<file path="config.mk">
export PLATFORM = sky130hd
export DESIGN_NAME = idle_cell_gen
export DESIGN_NICKNAME = d
export VERILOG_FILES = /design/src/rtl/icg_pkg.sv /design/src/rtl/icg_cfg_regs.sv /design/src/rtl/icg_cell_seq.sv /design/src/rtl/icg_byte_mux.sv /design/src/rtl/idle_cell_gen.sv
export SDC_FILE = /design/constraint.sdc
export NUM_CORES = 1
export LEC_CHECK = 0
export BUFFER_PORTS_ARGS = -buffer_cell sky130_fd_sc_hd__clkbuf_2
export CELL_PAD_IN_SITES_DETAIL_PLACEMENT = 1
export CELL_PAD_IN_SITES_GLOBAL_PLACEMENT = 2
export CORE_MARGIN = 2
export CORE_UTILIZATION = 30
export DETAILED_ROUTE_END_ITERATION = 8
export GPL_ROUTABILITY_DRIVEN = 1
export PLACE_DENSITY_LB_ADDON = 0.15
export RECOVER_POWER = 50
export SLEW_MARGIN = 20
export SYNTH_ARGS = -nofsm -noshare
export SYNTH_HDL_FRONTEND = slang
export SYNTH_SLANG_ARGS = --single-unit
</file>
<file path="constraint.sdc">
create_clock -name clk -period 2.9 [get_ports clk]
set_input_delay 0.58 -clock clk [delete_from_list [all_inputs] [get_ports clk]]
set_output_delay 0.58 -clock clk [all_outputs]
set_load 0.1 [all_outputs]
</file>
<file path="src/rtl/icg_pkg.sv">
package icg_pkg;

    localparam int HDR_BYTES = 5;
    localparam int HDR_IDX_W = $clog2(HDR_BYTES);
    localparam int SEL_W     = 3;
    localparam int SEL_FILL  = 5;
    localparam int SEL_THR   = 6;

    localparam logic [7:0] FILL_RST = 8'h6A;
    localparam int         THR_RST  = 14;

    typedef enum logic [1:0] {
        SRC_WAIT = 2'd0,
        SRC_FIFO = 2'd1,
        SRC_IDLE = 2'd2
    } src_e;

    typedef struct packed {
        logic [HDR_BYTES-1:0][7:0] hdr;
        logic [7:0]                fill;
    } pattern_t;

    // Reset value of each idle header byte.
    function automatic logic [7:0] hdr_reset(int pos);
        case (pos)
            3:       return 8'h01;
            4:       return 8'h52;
            default: return 8'h00;
        endcase
    endfunction

    // Source decision at a cell boundary.
    function automatic src_e pick_source(int lvl, int thr, int cell_len);
        if (lvl >= cell_len) return SRC_FIFO;
        if (lvl <= thr)      return SRC_IDLE;
        return SRC_WAIT;
    endfunction

endpackage

</file>
<file path="src/rtl/icg_cfg_regs.sv">
module icg_cfg_regs
    import icg_pkg::*;
#(
    parameter int THR_W = 7
) (
    input  logic             clk,
    input  logic             rst,
    input  logic             we,
    input  logic [SEL_W-1:0] sel,
    input  logic [7:0]       wdata,
    output pattern_t         pat,
    output logic [THR_W-1:0] thr
);

    always_ff @(posedge clk) begin
        if (rst) begin
            for (int i = 0; i < HDR_BYTES; i++) begin
                pat.hdr[i] <= hdr_reset(i);
            end
            pat.fill <= FILL_RST;
            thr      <= THR_W'(THR_RST);
        end else if (we) begin
            for (int i = 0; i < HDR_BYTES; i++) begin
                if (sel == SEL_W'(i)) pat.hdr[i] <= wdata;
            end
            if (sel == SEL_W'(SEL_FILL)) pat.fill <= wdata;
            if (sel == SEL_W'(SEL_THR))  thr      <= wdata[THR_W-1:0];
        end
    end

endmodule

</file>
<file path="src/rtl/icg_cell_seq.sv">
module icg_cell_seq
    import icg_pkg::*;
#(
    parameter int CELL_LEN = 53,
    parameter int LVL_W    = 8,
    parameter int THR_W    = 7,
    parameter int IDX_W    = 6
) (
    input  logic             clk,
    input  logic             rst,
    input  logic [LVL_W-1:0] fifo_level,
    input  logic [THR_W-1:0] thr,
    input  pattern_t         pat_live,
    input  logic             out_ready,
    output src_e             src,
    output logic [IDX_W-1:0] idx,
    output pattern_t         pat_snap,
    output logic             fifo_rd,
    output logic             cell_done
);

    logic             accept;
    logic             at_last;
    logic [LVL_W-1:0] lvl_eff;
    src_e             choice;

    assign accept    = (src != SRC_WAIT) && out_ready;
    assign at_last   = (idx == IDX_W'(CELL_LEN - 1));
    assign fifo_rd   = (src == SRC_FIFO) && accept;
    assign cell_done = accept && at_last;
    // The byte popped this cycle no longer counts toward the next cell.
    assign lvl_eff   = fifo_level - LVL_W'(fifo_rd);
    assign choice    = pick_source(int'(lvl_eff), int'(thr), CELL_LEN);

    always_ff @(posedge clk) begin
        if (rst) begin
            src      <= SRC_WAIT;
            idx      <= '0;
            pat_snap <= '0;
        end else if ((src == SRC_WAIT) || cell_done) begin
            src <= choice;
            idx <= '0;
            if (choice == SRC_IDLE) pat_snap <= pat_live;
        end else if (accept) begin
            idx <= idx + IDX_W'(1);
        end
    end

endmodule

</file>
<file path="src/rtl/icg_byte_mux.sv">
module icg_byte_mux
    import icg_pkg::*;
#(
    parameter int IDX_W = 6
) (
    input  src_e             src,
    input  logic [IDX_W-1:0] idx,
    input  pattern_t         snap,
    input  logic [7:0]       fifo_data,
    output logic [7:0]       data,
    output logic             valid,
    output logic             sop
);

    logic [HDR_IDX_W-1:0] hsel;

    assign hsel  = idx[HDR_IDX_W-1:0];
    assign valid = (src != SRC_WAIT);
    assign sop   = valid && (idx == '0);

    always_comb begin
        if (src == SRC_FIFO) begin
            data = fifo_data;
        end else if (src == SRC_IDLE) begin
            if (idx < IDX_W'(HDR_BYTES)) data = snap.hdr[hsel];
            else                         data = snap.fill;
        end else begin
            data = 8'h00;
        end
    end

endmodule

</file>
<file path="src/rtl/idle_cell_gen.sv">
module idle_cell_gen
    import icg_pkg::*;
#(
    parameter int PAYLOAD_BYTES = 48,
    parameter int LVL_W         = 8,
    parameter int THR_W         = 7
) (
    input  logic             clk,
    input  logic             rst,
    input  logic             cfg_we,
    input  logic [SEL_W-1:0] cfg_sel,
    input  logic [7:0]       cfg_wdata,
    input  logic [LVL_W-1:0] fifo_level,
    input  logic [7:0]       fifo_data,
    output logic             fifo_rd,
    output logic [7:0]       out_data,
    output logic             out_valid,
    output logic             out_sop,
    input  logic             out_ready,
    output logic             idle_evt
);

    localparam int CELL_LEN = HDR_BYTES + PAYLOAD_BYTES;
    localparam int IDX_W    = $clog2(CELL_LEN);

    pattern_t         pat_live;
    pattern_t         pat_snap;
    logic [THR_W-1:0] thr;
    src_e             src;
    logic [IDX_W-1:0] idx;
    logic             cell_done;

    icg_cfg_regs #(.THR_W(THR_W)) regs_i (
        .clk   (clk),
        .rst   (rst),
        .we    (cfg_we),
        .sel   (cfg_sel),
        .wdata (cfg_wdata),
        .pat   (pat_live),
        .thr   (thr)
    );

    icg_cell_seq #(
        .CELL_LEN (CELL_LEN),
        .LVL_W    (LVL_W),
        .THR_W    (THR_W),
        .IDX_W    (IDX_W)
    ) seq_i (
        .clk        (clk),
        .rst        (rst),
        .fifo_level (fifo_level),
        .thr        (thr),
        .pat_live   (pat_live),
        .out_ready  (out_ready),
        .src        (src),
        .idx        (idx),
        .pat_snap   (pat_snap),
        .fifo_rd    (fifo_rd),
        .cell_done  (cell_done)
    );

    icg_byte_mux #(.IDX_W(IDX_W)) mux_i (
        .src       (src),
        .idx       (idx),
        .snap      (pat_snap),
        .fifo_data (fifo_data),
        .data      (out_data),
        .valid     (out_valid),
        .sop       (out_sop)
    );

    assign idle_evt = cell_done && (src == SRC_IDLE);

endmodule

</file>
After elaboration in Yosys (flattened, before gate mapping)
Cells that the tools add are included.
{ "word_totals": {"ff_bits": 111, "latch_bits": 0, "ramBits": 0, "romBits": 0, "input_bits": 31, "out_inout_bits": 12, "wordCells": 62, "n_memories": 0} }
{ "op_classes": {"add_sub_neg": 2, "mul": 0, "div_mod_pow": 0, "n_lt_le_gt_ge": 4, "eq_ne": 10, "shift": 0, "mux": 12, "bitwise_logic": 0, "reduce_logical": 19} }
{ "op_table": {"columns": ["op", "n"], "rows": [
  ["$mux W8", 4],
  ["$bmux W8 S3", 1],
  ["$reduce_and A2 Y1", 8],
  ["$eq A3 B3 Y1 const B", 3],
  ["$ge A8 B6 Y1 const B", 1],
  ["$le A8 B7 Y1", 1],
  ["$mux W2", 4],
  ["$sub A8 B1 Y8", 1],
  ["$add A6 B1 Y6 const B", 1],
  ["$eq A3 B2 Y1 const B", 2],
  ["$eq A6 B6 Y1 const B", 1],
  ["$logic_not A6 Y1", 1],
  ["$lt A6 B3 Y1 const B", 1],
  ["$logic_and A1 B1 Y1", 5],
  ["$eq A2 B2 Y1 const B", 2],
  ["$lt A3 B4 Y1 const B", 1],
  ["$eq A3 B1 Y1 const B", 1],
  ["$logic_not A3 Y1", 1],
  ["$mux W1", 3],
  ["$eq A2 B1 Y1 const B", 1],
  ["$logic_not A2 Y1", 1],
  ["$reduce_bool A2 Y1", 1],
  ["$reduce_or A2 Y1", 1],
  ["$logic_or A1 B1 Y1", 1]
]} }

Depth between registers and ports, before layout
{ "depth": {"word_depth": 11, "depth_mapped": 16, "ltp_nobuf": 12} }

Cells and area by module
A second synthesis with hierarchy kept.
{ "unflattened": {"cells_unflattened": 584, "hier_area_um2": 5657.9} }
{ "modules_own_cells": {"columns": ["mod", "instances", "cells_each", "area_each_um2", "seq_area_each_um2"], "rows": [
  ["icg_cell_seq", 1, 304, 2901.5, 1121.1],
  ["icg_cfg_regs", 1, 204, 2217.1, 1101.1],
  ["icg_byte_mux", 1, 75, 530.5, 0.0],
  ["idle_cell_gen", 1, 1, 8.8, 0.0]
]} }

Worst setup path after synthesis
Ideal clock, no wire load.
{ "synth_timing": {"path_kind": "flip-flop to output port", "from": "register seq_i.idx[1]", "to": "output out_data[6]", "arrival_ps": 3941, "required_time_ps": 2320, "setup_slack_ps": -1621, "stages_incl_launch_ff": 8, "n_path_buf": 2, "cell_sequence": "dfxtp_1 clkbuf_1 inv_1 ha_1 o21ai_0 clkbuf_1 a221oi_1 o31ai_1"} }
{ "synth_between": {"elab_chain_cells": 5, "elab_cells_between_ends": 6, "cone_classes": "order compare: 1; mux: 5"} }
{ "synth_rtl": {"columns": ["element", "line", "source"], "rows": [
  ["start: declaration", "icg_cell_seq.sv:16", "output logic [IDX_W-1:0] idx,"],
  ["start signal: assignment", "icg_cell_seq.sv:45", "idx <= idx + IDX_W'(1);"],
  ["branches (longest 2 deep; another with $lt A6 B3 Y1)", null, null],
  ["$mux W8 (*)", "icg_byte_mux.sv:25", "if (idx < IDX_W'(HDR_BYTES)) data = snap.hdr[hsel];"],
  ["$mux W8 (*)", "icg_byte_mux.sv:24", "end else if (src == SRC_IDLE) begin"],
  ["$mux W8 (*)", "icg_byte_mux.sv:22", "if (src == SRC_FIFO) begin"],
  ["end: declaration", "idle_cell_gen.sv:16", "output logic [7:0] out_data,"]
]} }
Mark *: on every way between the ends. The select of a mux whose other input is x is not followed.

Worst setup path in the final report
{ "layout_timing": {"from": "register seq_i.src[0]", "to": "register seq_i.pat_snap[39] (netlist name)"} }
{ "layout_between": {"elab_chain_cells": 11, "elab_cells_between_ends": 18, "cone_classes": "add/sub: 1; order compare: 2; eq/ne: 2; mux: 6; reduce/logical: 7"} }
{ "layout_rtl": {"columns": ["element", "line", "source"], "rows": [
  ["start: declaration", "icg_cell_seq.sv:15", "output src_e src,"],
  ["start signal: assignment", "icg_cell_seq.sv:41", "src <= choice;"],
  ["$reduce_bool A2 Y1", "icg_cell_seq.sv:27", "assign accept = (src != SRC_WAIT) && out_ready;"],
  ["$logic_and A1 B1 Y1", "icg_cell_seq.sv:27", null],
  ["$logic_and A1 B1 Y1", "icg_cell_seq.sv:29", "assign fifo_rd = (src == SRC_FIFO) && accept;"],
  ["$sub A8 B1 Y8", "icg_cell_seq.sv:32", "assign lvl_eff = fifo_level - LVL_W'(fifo_rd);"],
  ["$le A8 B7 Y1", "icg_pkg.sv:35", "if (lvl <= thr) return SRC_IDLE;"],
  ["$mux W1 (2 in a row)", "icg_pkg.sv:35", null],
  ["$mux W2", "icg_pkg.sv:36", "return SRC_WAIT;"],
  ["$mux W2", "icg_pkg.sv:35", null],
  ["$eq A2 B2 Y1", "icg_cell_seq.sv:43", "if (choice == SRC_IDLE) pat_snap <= pat_live;"],
  ["$reduce_and A2 Y1 (no line) (*)", null, null]
]} }
Mark *: on every way between the ends. The rest lies on a longest branch, timed or not. The select of a mux whose other input is x is not followed.
A chain may end at the register's enable or synchronous reset.

==> insert_results.sql <==
INSERT INTO impl_metrics (metric_group, metric, value, unit) VALUES
('status', 'run_status', 'finished, final reports clean', ''),
('floorplan', 'die_area', '18800', 'µm²'),
('grt', 'grt_start_max_net_pins', '68', ''),
('final_layout', 'diodes', '0', ''),
('synth', 'ys_dominant_reg_cell', 'sky130_fd_sc_hd__dfxtp_1', ''),
('timing', 'setup-tns-final', '0', 'ns'),
('detailed_routing', 'via_count', '4230', ''),
('timing', 'worst_slack', '0.0635', 'ns'),
('setup_path', 'regToRegSetupSlack', '0.06', 'ns'),
('placement', 'postPlaceCellArea', '6130', 'µm²'),
('setup_path', 'most_common_cell_on_crit_path', 'sky130_fd_sc_hd__a21oi_2', ''),
('setup_path', 'maximum_fanout_count_along_the_critical_path', '7', ''),
('timing', 'max_slew_margin', '0.414', ''),
('min_path', 'min_delay_worst_endpoint', 'regs_i.pat[15]', ''),
('setup_path', 'critPathCaptureType', 'flip-flop', ''),
('clock_tree', 'clock_sink_count', '111', ''),
('setup_path', 'worst_setup_path_startpoint', 'seq_i.src[0]', ''),
('min_path', 'min_path_cells', '2', ''),
('floorplan', 'fp.dieH', '137', 'µm'),
('placement', 'gp_routability_congestion', '0.744', ''),
('placement', 'dp_hpwl', '11.1', 'mm'),
('detailed_routing', 'finalWirelength', '15.6', 'mm'),
('timing', 'timing.final.crit_share', '0.978', ''),
('timing', 'fin_crit', '2.84', 'ns'),
('grt', 'antenna_found_initial', '0', ''),
('placement', 'placed_cells_incl_taps', '857', ''),
('synth', 'post_synth_inst_count', '597', ''),
('setup_path', 'critPathKind', 'reg2reg', ''),
('setup_path', 'cp.required', '3.17', 'ns'),
('detailed_routing', 'final_antenna_net_count', '0', ''),
('timing', 'finalMaxSlewViolations', '0', ''),
('clock_tree', 'cts_tree', 'yes', ''),
('final_layout', 'post-route-cell-area', '6690', 'µm²'),
('setup_path', 'rr_worst_depth', '12', ''),
('timing', 'clock-skew-final', '0.00712', 'ns'),
('detailed_routing', 'dr.pass1.iters', '5', ''),
('floorplan', 'core_area', '17300', 'µm²'),
('floorplan', 'io-pin-count', '43', ''),
('timing', 'max_freq', '353', 'MHz'),
('grt', 'grt_overflow_total', '0', ''),
('synth', 'count_of_flip_flops_with_a_built_in_enable_after_synthesis', '0', ''),
('detailed_routing', 'drt-initial-drc-count', '145', ''),
('detailed_routing', 'detail_route.drc_violations', '0', ''),
('synth', 'asyncSetResetFlopFracSynth', '0', ''),
('synth', 'sequential_cell_area_fraction_in_the_yosys_report', '0.418', ''),
('synth', 'avgSynthCellArea', '8.91', 'µm²'),
('grt', 'first_pass_grt_wire_length', '24.4', 'mm'),
('placement', 'placement.setup.worst_slack', '-0.248', 'ns'),
('clock_tree', 'clock_h_tree_levels', '3', ''),
('clock_tree', 'clk-insertion-delay-late', '0.35', 'ns'),
('setup_path', 'reg2reg_from', 'seq_i.src[0]', ''),
('timing', 'fin_hold_ws', '0.457', 'ns'),
('clock_tree', 'maximum_buffer_depth_of_the_clock_tree', '2', ''),
('floorplan', 'start_util', '0.308', ''),
('job', 'max_cap_violations', '0', ''),
('final_layout', 'layout.filler_cells', '1983', ''),
('grt', 'grt_pass1_vias', '4290', ''),
('min_path', 'hold_path_startpoint', 'regs_i.pat[15]', ''),
('timing', 'finalHoldViolations', '0', ''),
('power_and_ir_drop', 'ir_worst_vdd', '0.328', 'mV'),
('detailed_routing', 'drt_via_density', '4.80', ''),
('clock_tree', 'cts-buffers-inserted', '9', ''),
('final_layout', 'count_of_placed_standard_cells_in_the_final_layout_fillers_left_out', '881', ''),
('synth', 'synth-warning-count', '0', ''),
('final_layout', 'layout-area-overhead-vs-synth', '25.7', '%'),
('setup_path', 'cp_cell_sequence', 'nor2b_4 -> and2_4 -> ha_4 -> nor3b_4 -> xor2_1 -> ha_1 -> a21oi_2 -> o221ai_2 -> a21oi_2 -> o211a_4 -> buf_12 -> mux2i_2', ''),
('floorplan', 'placementRows', '48', ''),
('final_layout', 'layout.core_utilization', '0.387', ''),
('setup_path', 'timing.critical_path.from_type', 'flip-flop', ''),
('synth', 'synthDistinctLibCells', '43', ''),
('detailed_routing', 'post_drt_wl_per_cell', '17.7', 'µm');
critical path, delay by kind of cell (launching register included):
family | cells | cell delay (ns)
compound gates | 4 | 0.83
simple gates | 3 | 0.52
fa+ha+maj | 2 | 0.45
flops | 1 | 0.33
xor+xnor | 1 | 0.23
mux | 1 | 0.22
buf+inv | 1 | 0.18
final cells by class:
class / count / area (µm²) / share of cell area
Sequential cell: 111 / 2220 / 0.332
Multi-Input combinational cell: 441 / 3100 / 0.464
Clock buffer: 13 / 250 / 0.0374
Tap cell: 225 / 282 / 0.0421
Inverter: 13 / 48.8 / 0.00730
Timing Repair Buffer: 75 / 692 / 0.103
Clock inverter: 3 / 90.1 / 0.0135
synth_stat cells, drive strengths merged, types with 3 or more instances:
cell type  number  share of area
a21oi          42          0.040
a221oi          8          0.013
buf             8          0.017
clkbuf         24          0.017
dfxtp         111           0.42
ha             12          0.028
inv            13         0.0092
mux2i          57           0.11
mux4            8          0.034
nand2         112          0.079
nand2b        101           0.12
nand3           7         0.0066
nand3b         12          0.017
nor2           25          0.018
nor2b          14          0.017
nor3            4         0.0038
o21ai           3         0.0035
o31ai           8          0.011
or2             3         0.0035
xnor2           6         0.0099
xor2            4         0.0066
cell usage in the layout (no fill, tap or decap), types with 2 or more instances in the layout:
cell type,Yosys,layout
sky130_fd_sc_hd__buf_12,2,13
sky130_fd_sc_hd__nand4_1,2,2
sky130_fd_sc_hd__nand3_1,7,7
sky130_fd_sc_hd__mux2i_1,57,55
sky130_fd_sc_hd__clkbuf_16,0,11
sky130_fd_sc_hd__o31ai_4,0,8
sky130_fd_sc_hd__a21oi_1,42,39
sky130_fd_sc_hd__mux4_2,8,8
sky130_fd_sc_hd__ha_1,12,9
sky130_fd_sc_hd__o21ai_1,1,2
sky130_fd_sc_hd__nor2b_1,13,12
sky130_fd_sc_hd__nor3_1,4,4
sky130_fd_sc_hd__buf_4,2,25
sky130_fd_sc_hd__nor2_1,25,23
sky130_fd_sc_hd__xor2_1,4,4
sky130_fd_sc_hd__xnor2_2,0,2
sky130_fd_sc_hd__clkbuf_1,24,6
sky130_fd_sc_hd__clkbuf_2,0,31
sky130_fd_sc_hd__xnor2_1,6,4
sky130_fd_sc_hd__inv_1,13,13
sky130_fd_sc_hd__ha_4,0,3
sky130_fd_sc_hd__or2_2,3,3
sky130_fd_sc_hd__bufinv_16,0,3
sky130_fd_sc_hd__mux2i_2,0,2
sky130_fd_sc_hd__nand3b_1,12,12
sky130_fd_sc_hd__dfxtp_1,111,110
sky130_fd_sc_hd__a21oi_2,0,3
sky130_fd_sc_hd__nand2b_1,101,101
sky130_fd_sc_hd__nand2_1,112,112
sky130_fd_sc_hd__nor2b_4,0,2
sky130_fd_sc_hd__a221oi_1,8,7
logic make-up after synthesis:
| group | Yosys count | share of synthesized area |
|---|---|---|
| AND/OR/NAND/NOR | 286 | 0.275 |
| XOR/XNOR | 10 | 0.0165 |
| AO/OA/AOI/OAI | 68 | 0.0783 |
| multiplexers | 65 | 0.141 |
| buffers and inverters | 45 | 0.0430 |
| adder cells (fa/ha/maj) | 12 | 0.0282 |
| flip-flops | 111 | 0.418 |
power breakdown:
part | internal, mW | total (mW) | leakage (nW) | switching, mW
combinational | 0.179 | 0.447 | 1.32 | 0.269
sequential | 1.55 | 1.56 | 0.898 | 0.0154
clock | 0.870 | 1.43 | 0.164 | 0.562
state kept, by name, indices dropped and copies added (netlist names):
signal and cells:
seq_i.pat_snap 48, seq_i.src 2, regs_i.pat 48, seq_i.idx 6
regs_i.thr 7
routing by layer:
layer / vias up / wire (µm) / track usage
met4: 0 / 211 / 0.0550
met2: 51 / 6860 / 0.262
met5: - / 0 / 0
met3: 13 / 462 / 0.0191
li1: 2105 / - / -
met1: 2061 / 8030 / 0.256
what timing repair did:
action                                  CTS  global route
hold buffers                              0             0
cloned                                    1             2
gates resized for setup                   7            16
pin swaps                                 0            11
endpoints found under the setup margin   49            48
buffers inserted                          1             4
worst max-delay path by stage:
stage                              end  slack (ns)
floorplan            seq_i.pat_snap[0]       -0.14
global placement    seq_i.pat_snap[30]       -0.14
detailed placement  seq_i.pat_snap[39]       -0.25
CTS                 seq_i.pat_snap[39]        0.02
global route        seq_i.pat_snap[39]       -0.11
finish              seq_i.pat_snap[39]        0.06
No activity file was read; power rests on OpenSTA's default activity.
